--- src/rtl/hit_readout_pkg.sv ---
package hit_readout_pkg;

  typedef enum logic [1:0] {
    MODE_ALL   = 2'b00,
    MODE_HIT   = 2'b01,
    MODE_MASK  = 2'b10,
    MODE_UNION = 2'b11
  } readMode_e;

  typedef enum logic [1:0] {
    ST_IDLE,
    ST_EMIT,
    ST_EMPTY
  } rdState_e;

  typedef struct packed {
    logic load;     // capture hits and selection
    logic advance;  // drop lowest pending channel
  } rdCtrl_t;

endpackage

--- src/rtl/hit_readout_dp.sv ---
module hit_readout_dp
  import hit_readout_pkg::*;
#(
  parameter int NUM_CH = 64,
  localparam int IDX_W = $clog2(NUM_CH),
  localparam int CNT_W = $clog2(NUM_CH + 1)
) (
  input  logic              clk,
  input  logic              rstN,
  input  rdCtrl_t           ctrl,
  input  logic [NUM_CH-1:0] hitIn,
  input  logic [1:0]        modeSel,
  input  logic              nbrEn,
  input  logic [NUM_CH-1:0] chanMask,
  input  logic [CNT_W-1:0]  multThresh,
  output logic [CNT_W-1:0]  multCount,
  output logic              multTrig,
  output logic [NUM_CH-1:0] hitPattern,
  output logic [IDX_W-1:0]  curIdx,
  output logic              selEmpty,
  output logic              pendLast
);

  logic [NUM_CH-1:0] pend;
  logic [NUM_CH-1:0] expHits;
  logic [NUM_CH-1:0] selNext;
  logic [CNT_W-1:0]  liveCount;

  // neighbour expansion: shifts fill with zero, so no wrap at the edges
  always_comb begin
    expHits = hitIn;
    if (nbrEn) expHits = hitIn | (hitIn << 1) | (hitIn >> 1);
  end

  always_comb begin
    unique case (readMode_e'(modeSel))
      MODE_ALL:   selNext = '1;
      MODE_HIT:   selNext = expHits;
      MODE_MASK:  selNext = chanMask;
      default:    selNext = expHits | chanMask;
    endcase
  end

  assign selEmpty = (selNext == '0);
  assign pendLast = ((pend & (pend - 1'b1)) == '0);

  always_comb begin
    curIdx = '0;
    for (int i = NUM_CH - 1; i >= 0; i--)
      if (pend[i]) curIdx = i[IDX_W-1:0];
  end

  always_comb begin
    liveCount = '0;
    for (int i = 0; i < NUM_CH; i++)
      liveCount = liveCount + CNT_W'(hitIn[i]);
  end

  always_ff @(posedge clk) begin
    if (!rstN) begin
      multCount <= '0;
      multTrig  <= 1'b0;
    end else begin
      multCount <= liveCount;
      multTrig  <= (liveCount >= multThresh);
    end
  end

  always_ff @(posedge clk) begin
    if (!rstN) begin
      hitPattern <= '0;
      pend       <= '0;
    end else if (ctrl.load) begin
      hitPattern <= hitIn;
      pend       <= selNext;
    end else if (ctrl.advance) begin
      pend       <= pend & (pend - 1'b1);
    end
  end

  // consecutive stream entries rise strictly
  a_r6_ascending: assert property (@(posedge clk) disable iff (!rstN)
    (ctrl.advance && $past(ctrl.advance)) |-> (curIdx > $past(curIdx)));

  // an emitted index is always a member of the pending set
  a_r6_idx_in_set: assert property (@(posedge clk) disable iff (!rstN)
    ctrl.advance |-> pend[curIdx]);

  // hit register only changes on an accepted start
  a_r1_hold: assert property (@(posedge clk) disable iff (!rstN)
    !$past(ctrl.load) |-> $stable(hitPattern));

  // count can never exceed the channel total
  a_r8_mult_bound: assert property (@(posedge clk) disable iff (!rstN)
    multCount <= CNT_W'(NUM_CH));

endmodule

--- src/rtl/hit_readout_ctl.sv ---
module hit_readout_ctl
  import hit_readout_pkg::*;
(
  input  logic    clk,
  input  logic    rstN,
  input  logic    start,
  input  logic    selEmpty,
  input  logic    pendLast,
  output rdCtrl_t ctrl,
  output logic    outValid,
  output logic    outLast,
  output logic    outEmpty
);

  rdState_e state, stateNext;

  always_comb begin
    ctrl.load    = start && (state == ST_IDLE);
    ctrl.advance = (state == ST_EMIT);
  end

  always_comb begin
    stateNext = state;
    unique case (state)
      ST_IDLE:  if (start) stateNext = selEmpty ? ST_EMPTY : ST_EMIT;
      ST_EMIT:  if (pendLast) stateNext = ST_IDLE;
      default:  stateNext = ST_IDLE;
    endcase
  end

  always_ff @(posedge clk) begin
    if (!rstN) state <= ST_IDLE;
    else       state <= stateNext;
  end

  assign outValid = (state != ST_IDLE);
  assign outEmpty = (state == ST_EMPTY);
  assign outLast  = outEmpty || ((state == ST_EMIT) && pendLast);

  // a terminated event is followed by an idle cycle
  a_r6_last_ends: assert property (@(posedge clk) disable iff (!rstN)
    (outValid && outLast) |=> !outValid);

  // the empty marker always closes its event
  a_r7_empty_last: assert property (@(posedge clk) disable iff (!rstN)
    outEmpty |-> (outLast && outValid));

  // start during a busy cycle does not reload
  a_r10_busy_ignore: assert property (@(posedge clk) disable iff (!rstN)
    outValid |-> !ctrl.load);

endmodule

--- src/rtl/hit_readout_sel.sv ---
module hit_readout_sel
  import hit_readout_pkg::*;
#(
  parameter int NUM_CH = 64,
  localparam int IDX_W = $clog2(NUM_CH),
  localparam int CNT_W = $clog2(NUM_CH + 1)
) (
  input  logic              clk,
  input  logic              rstN,
  input  logic [NUM_CH-1:0] hitIn,
  input  logic              start,
  input  logic [1:0]        modeSel,
  input  logic              nbrEn,
  input  logic [NUM_CH-1:0] chanMask,
  input  logic [CNT_W-1:0]  multThresh,
  output logic [CNT_W-1:0]  multCount,
  output logic              multTrig,
  output logic [NUM_CH-1:0] hitPattern,
  output logic              outValid,
  output logic [IDX_W-1:0]  outIdx,
  output logic              outLast,
  output logic              outEmpty
);

  rdCtrl_t          ctrl;
  logic             selEmpty;
  logic             pendLast;
  logic [IDX_W-1:0] curIdx;

  hit_readout_ctl u_ctl (
    .clk(clk), .rstN(rstN), .start(start), .selEmpty(selEmpty),
    .pendLast(pendLast), .ctrl(ctrl), .outValid(outValid),
    .outLast(outLast), .outEmpty(outEmpty)
  );

  hit_readout_dp #(.NUM_CH(NUM_CH)) u_dp (
    .clk(clk), .rstN(rstN), .ctrl(ctrl), .hitIn(hitIn), .modeSel(modeSel),
    .nbrEn(nbrEn), .chanMask(chanMask), .multThresh(multThresh),
    .multCount(multCount), .multTrig(multTrig), .hitPattern(hitPattern),
    .curIdx(curIdx), .selEmpty(selEmpty), .pendLast(pendLast)
  );

  assign outIdx = outEmpty ? '0 : curIdx;

endmodule

--- config.mk ---
export PLATFORM = sky130hd
export DESIGN_NAME = hit_readout_sel
export DESIGN_NICKNAME = d
export VERILOG_FILES = /design/src/rtl/hit_readout_pkg.sv /design/src/rtl/hit_readout_dp.sv /design/src/rtl/hit_readout_ctl.sv /design/src/rtl/hit_readout_sel.sv
export SDC_FILE = /design/constraint.sdc
export NUM_CORES = 1
export LEC_CHECK = 0
export BUFFER_PORTS_ARGS = -buffer_cell sky130_fd_sc_hd__buf_2
export CORE_UTILIZATION = 57
export CTS_CLUSTER_SIZE = 16
export DETAILED_ROUTE_END_ITERATION = 8
export HOLD_SLACK_MARGIN = 0.08
export PLACE_DENSITY = 0.81
export SYNTH_ARGS = -nofsm -noshare
export SYNTH_HDL_FRONTEND = slang
export SYNTH_HIERARCHICAL = 1
export SYNTH_SLANG_ARGS = --single-unit
export TNS_END_PERCENT = 30
--- constraint.sdc ---
create_clock -name clk -period 8.2 [get_ports clk]
set_input_delay 0.82 -clock clk [delete_from_list [all_inputs] [get_ports clk]]
set_output_delay 0.82 -clock clk [all_outputs]
set_load 0.02 [all_outputs]
# [Yosys cells after proc, flatten, opt, wreduce, memory -nomap -nowiden]
# Cells that the tools add are included.
[totals] inputBits=141 wordCells=163 romBits=0 latchBits=0 ram_bits=0 n_memories=0 output_inout_bits=81 register_bits=138
[classes] n_lt_le_gt_ge=1 reduce_logical=10 shifts=0 bitwise_logic=4 n_mux=73 div_mod_pow=0 eq_ne=6 n_mul=0 n_addsub=64
[op_table] cell="adder 7 x 1 -> 7 bit" n=62
[op_table] cell="two-way mux 6 bit" n=65
[op_table] cell="two-way mux 64 bit" n=3
[op_table] cell="one-hot mux 64 bit (3 select lines)" n=1
[op_table] cell="logical NOT 64 bit" n=2
[op_table] cell="OR 64 bit" n=2
[op_table] cell="AND 64 bit" n=1
[op_table] cell="OR 64 x 63 -> 64 bit" n=1
[op_table] cell="subtractor 64 x 1 -> 64 bit, second input constant" n=1
[op_table] cell=">= comparator 7 bit" n=1
[op_table] cell="two-way mux 2 bit" n=3
[op_table] cell="== test 2 x 1 -> 1 bit, second input constant" n=2
[op_table] cell="== test 2 bit, second input constant" n=2
[op_table] cell="logical NOT 2 bit" n=2
[op_table] cell="one-hot mux 2 bit (2 select lines)" n=1
[op_table] cell="nonzero test 2 bit" n=2
[op_table] cell="adder 1 x 1 -> 2 bit" n=1
[op_table] cell="logical AND 1 bit" n=2
[op_table] cell="!= test 2 x 1 -> 1 bit, second input constant" n=1
[op_table] cell="!= test 2 bit, second input constant" n=1
[op_table] cell="AND reduction 2 bit" n=1
[op_table] cell="logical OR 1 bit" n=1

# [Longest topological paths before layout]
[logic_depth] word_depth=65 depth_mapped=25 depth_no_buf=25

# [Cells and area by module]
# Netlist, hierarchy kept.
[by_module_without_submodules] module="hit_readout_dp" n_inst=1 cells_each=1383 area_each_um2=10608.9
[by_module_without_submodules] module="hit_readout_ctl" n_inst=1 cells_each=12 area_each_um2=108.9
[by_module_without_submodules] module="hit_readout_sel" n_inst=1 cells_each=6 area_each_um2=37.5

# [Worst setup path after synthesis]
# OpenSTA, ideal clock, no wires.
[synth_timing] kind="input-to-reg" start="input hitIn[59]" end="register u_dp.multTrig" arrival_time_ns=6.840 setup_ns=0.115 setup_slack_ns=1.245 stages=24 n_path_buf=0 path_cell_list="inv_1 -> fa_1 -> fa_1 -> inv_1 -> fa_1 -> inv_1 -> fa_1 -> inv_1 -> fa_1 -> inv_1 -> fa_1 -> fa_1 -> fa_1 -> inv_1 -> ha_1 -> fa_1 -> ha_1 -> a21o_1 -> a21o_1 -> a21o_1 -> a21o_1 -> a21o_1 -> a21oi_1 -> nor2b_1"
[synth_between] elab_chain_cells=6
[synth_lines] item="from (decl)" line_no="hit_readout_sel.sv:10" source="input logic [NUM_CH-1:0] hitIn,"
[synth_lines] item="adder 7 x 1 -> 7 bit (5 in a row)" line_no="hit_readout_dp.sv:56" source="liveCount = liveCount + CNT_W'(hitIn[i]);"
[synth_lines] item="net u_dp.liveCount[1]" line_no="hit_readout_dp.sv:27" source="logic [CNT_W-1:0] liveCount;"
[synth_lines] item=">= comparator 7 bit" line_no="hit_readout_dp.sv:65" source="multTrig <= (liveCount >= multThresh);"
[synth_lines] item="to (signal assigned)" line_no="hit_readout_dp.sv:65"
[synth_lines] item="to (decl)" line_no="hit_readout_dp.sv:17" source="output logic multTrig,"
# The timed path passes the listed nets, and every way through them passes these cells.
# A chain may end at the register's enable or synchronous reset.

# [Final worst setup path]
# Ends and elaborated chain as after synthesis.

==> reports/qor.csv <==
metric;value;unit
drive_gt1_share;18.1;%
cts_resized;0;
drc;0;
final_core_util;68.3;%
cts_max_path_buffers;2;
gp_congestion;1.01;
peakVddDrop;1.10;mV
vias_per_cell;6.20;
synth_top_family_by_area;simple AND/OR/NAND/NOR gates;
fillCellCount;1566;
grt_pass1_vias;10400;
rsz0062_at_grt;false;
multi_input_area;7200;um2
layout_commonest_cell;buf_2;
fmax;141;MHz
async_flop_share;0;%
worst_setup_path_start_kind;input pin;
insertion_delay;440;ps
ys_seq_area_share;25.7;%
core_area;18200;um2
routed_wl;36500;um
io_pins;222;
crit_path_top_delay_cell;fa_1;
clk_pin_slew;70;ps
cap_violations;0;
critical_path.max_stage_delay;540;ps
yosys_warnings;6;
netlist_area;10800;um2
synth_xor_area_share;0.326;%
gr-total-overflow;0;
cts_root_buf;clkbuf_16;
slew_viol_final;0;
grt_first_pass_wirelength;56400;um
ys_types;74;
final_nets;1777;
worst_pin_slew;1050;ps
arrival;7440;ps
avgSynthCellArea;7.68;um2
hold_class;reg -> reg;
holdBufCountCts;0;
maxSlewHeadroom;30.1;%
synth_compound_area_share;19.8;%
via_count;11200;
cts_setup_buffers;0;
ant_nets;0;
synth-simple-area-share;28.0;%
wire_per_inst;20.2;um
cts_tree;built;
fin_crit_sh;86.7;%
worstSetupPathType;in -> reg;
hpwlAfterDp;27500;um
clock-sinks;138;
synth-adder-area-share;12.8;%
worst-path-buf-inv;7;
syn_inst;1401;
htreeDepth;4;
io_buffers;221;
die_width;139;um
die-area;19400;um2
grt_use_total;37.5;%
period_minus_slack;7110;ps
synthMuxAreaShare;5.96;%
cp_top_family;adder cells;
path_max_fanout;4;
rows;49;
p_per_area;430;nW/um2
synth_nets;1619;
ys_ff_latch;138;
timing.hold.ws;518;ps
initial_utilization;59.1;%
fin_tns_setup;0;ps
power_leakage;5.67;nW
antenna_found_initial;3;
drt-pass1-iter-count;6;
status;complete, no violations;
worstPathRequired;8540;ps
skew;15.8;ps
numCtsBuffers;17;
synth_edf_count;0;
synth_ff_type;dfxtp_1;
drtIter0Drc;1420;
setup.worst_path.end_class;register;
ff2ff_setup_slack;3890;ps
hold_violations;0;
mostFrequentLayoutCells;buf_2 (221), nand2_1 (208), dfxtp_1 (138), o21ai_0 (130), inv_1 (116);
grt_max_degree;94;
setup_viol;0;
path_common_cell;fa_1;
die_h;139;um
regArea;2760;um2
areaGrowthSynthToFinish;15.6;%
## synth_stat cells, types with 9 or more instances
library cell	number	area share, %
a21boi_0	22	1.5
inv_1	116	4.0
fa_1	54	10
nor3_1	20	0.93
o21a_1	32	2.2
mux2i_1	64	6.0
nand2_1	208	7.3
a21o_1	12	0.84
and2_1	37	2.2
clkbuf_1	70	2.4
ha_1	23	2.7
dfxtp_1	138	26
nor4_1	30	1.7
or3_1	9	0.52
buf_1	11	0.38
nor2_1	51	1.8
o311ai_0	13	1.1
or4_1	11	0.77
a21oi_1	53	2.5
nand3_1	74	3.4
o21ai_0	130	6.0
nor2b_1	84	4.9
o211ai_1	12	0.84
o31ai_1	12	0.84
## final timing paths
path	start	endpoint	depth (start not counted)
hold reg to reg	u_dp/hitPattern[12]	u_dp/hitPattern[12]	2
setup reg to reg	u_dp/pend[0]	u_ctl/state[0]	10
setup / recovery	hitIn[59]	u_dp/multTrig	25
hold / removal	u_dp/hitPattern[12]	u_dp/hitPattern[12]	2
## logic make-up (layout without fill, tap and decap cells)
| group | count (synthesis) | in the layout |
|---|---|---|
| buf+inv | 206 | 377 |
| flops | 138 | 138 |
| simple gates | 576 | 576 |
| mux | 64 | 64 |
| compound gates | 335 | 335 |
| other cells | 0 | 3 |
| fa+ha+maj | 78 | 78 |
| xor+xnor | 4 | 4 |
## worst min-delay path, stage by stage, from the launching register on
cell     delay (ps)
dfxtp_1         330
mux2i_1          60
nor2b_1          90
## report_power, final
group	internal [mW]	leakage (nW)	switching (mW)
Clock	0.431	0.277	0.350
Combinational	1.83	4.26	1.92
Sequential	0.758	1.14	0.0677
## final cells by class
cell class | count | share of cell area, %
inverter | 116 | 3.50
clock buffer | 18 | 3.45
tap | 229 | 2.30
timing repair buffer | 229 | 9.38
clock inverter | 14 | 1.23
sequential | 138 | 22.2
antenna | 3 | 0.0604
multi-input combinational | 1057 | 57.9
## state kept, by name (all words and copies together), names as in the netlist
register / flops
u_ctl/state: 2
u_dp/hitPattern: 64
u_dp/multCount: 7
u_dp/multTrig: 1
u_dp/pend: 64
## layer usage
metal  wire, um  part of all wire, %  track usage, %  vias up
met5         13                0.036               0        -
met4       1660                  4.5            17.4        2
met3       3420                  9.4            7.50      126
met2      16500                   45            59.0      689
met1      14900                   41            49.5     5200
li1           -                    -               -     5163
## through the flow
step	instance area (um2)	std cells	worst slack [ps]	power, mW
after global routing	12400	1803	868	5.90
after global placement	11800	1769	895	4.44
final	12400	1804	1090	5.35
after detailed placement	11800	1769	777	4.54
after floorplan	10800	1401	1240	3.76
after CTS	12400	1801	1150	5.35
(Power assumes the default switching activity.)
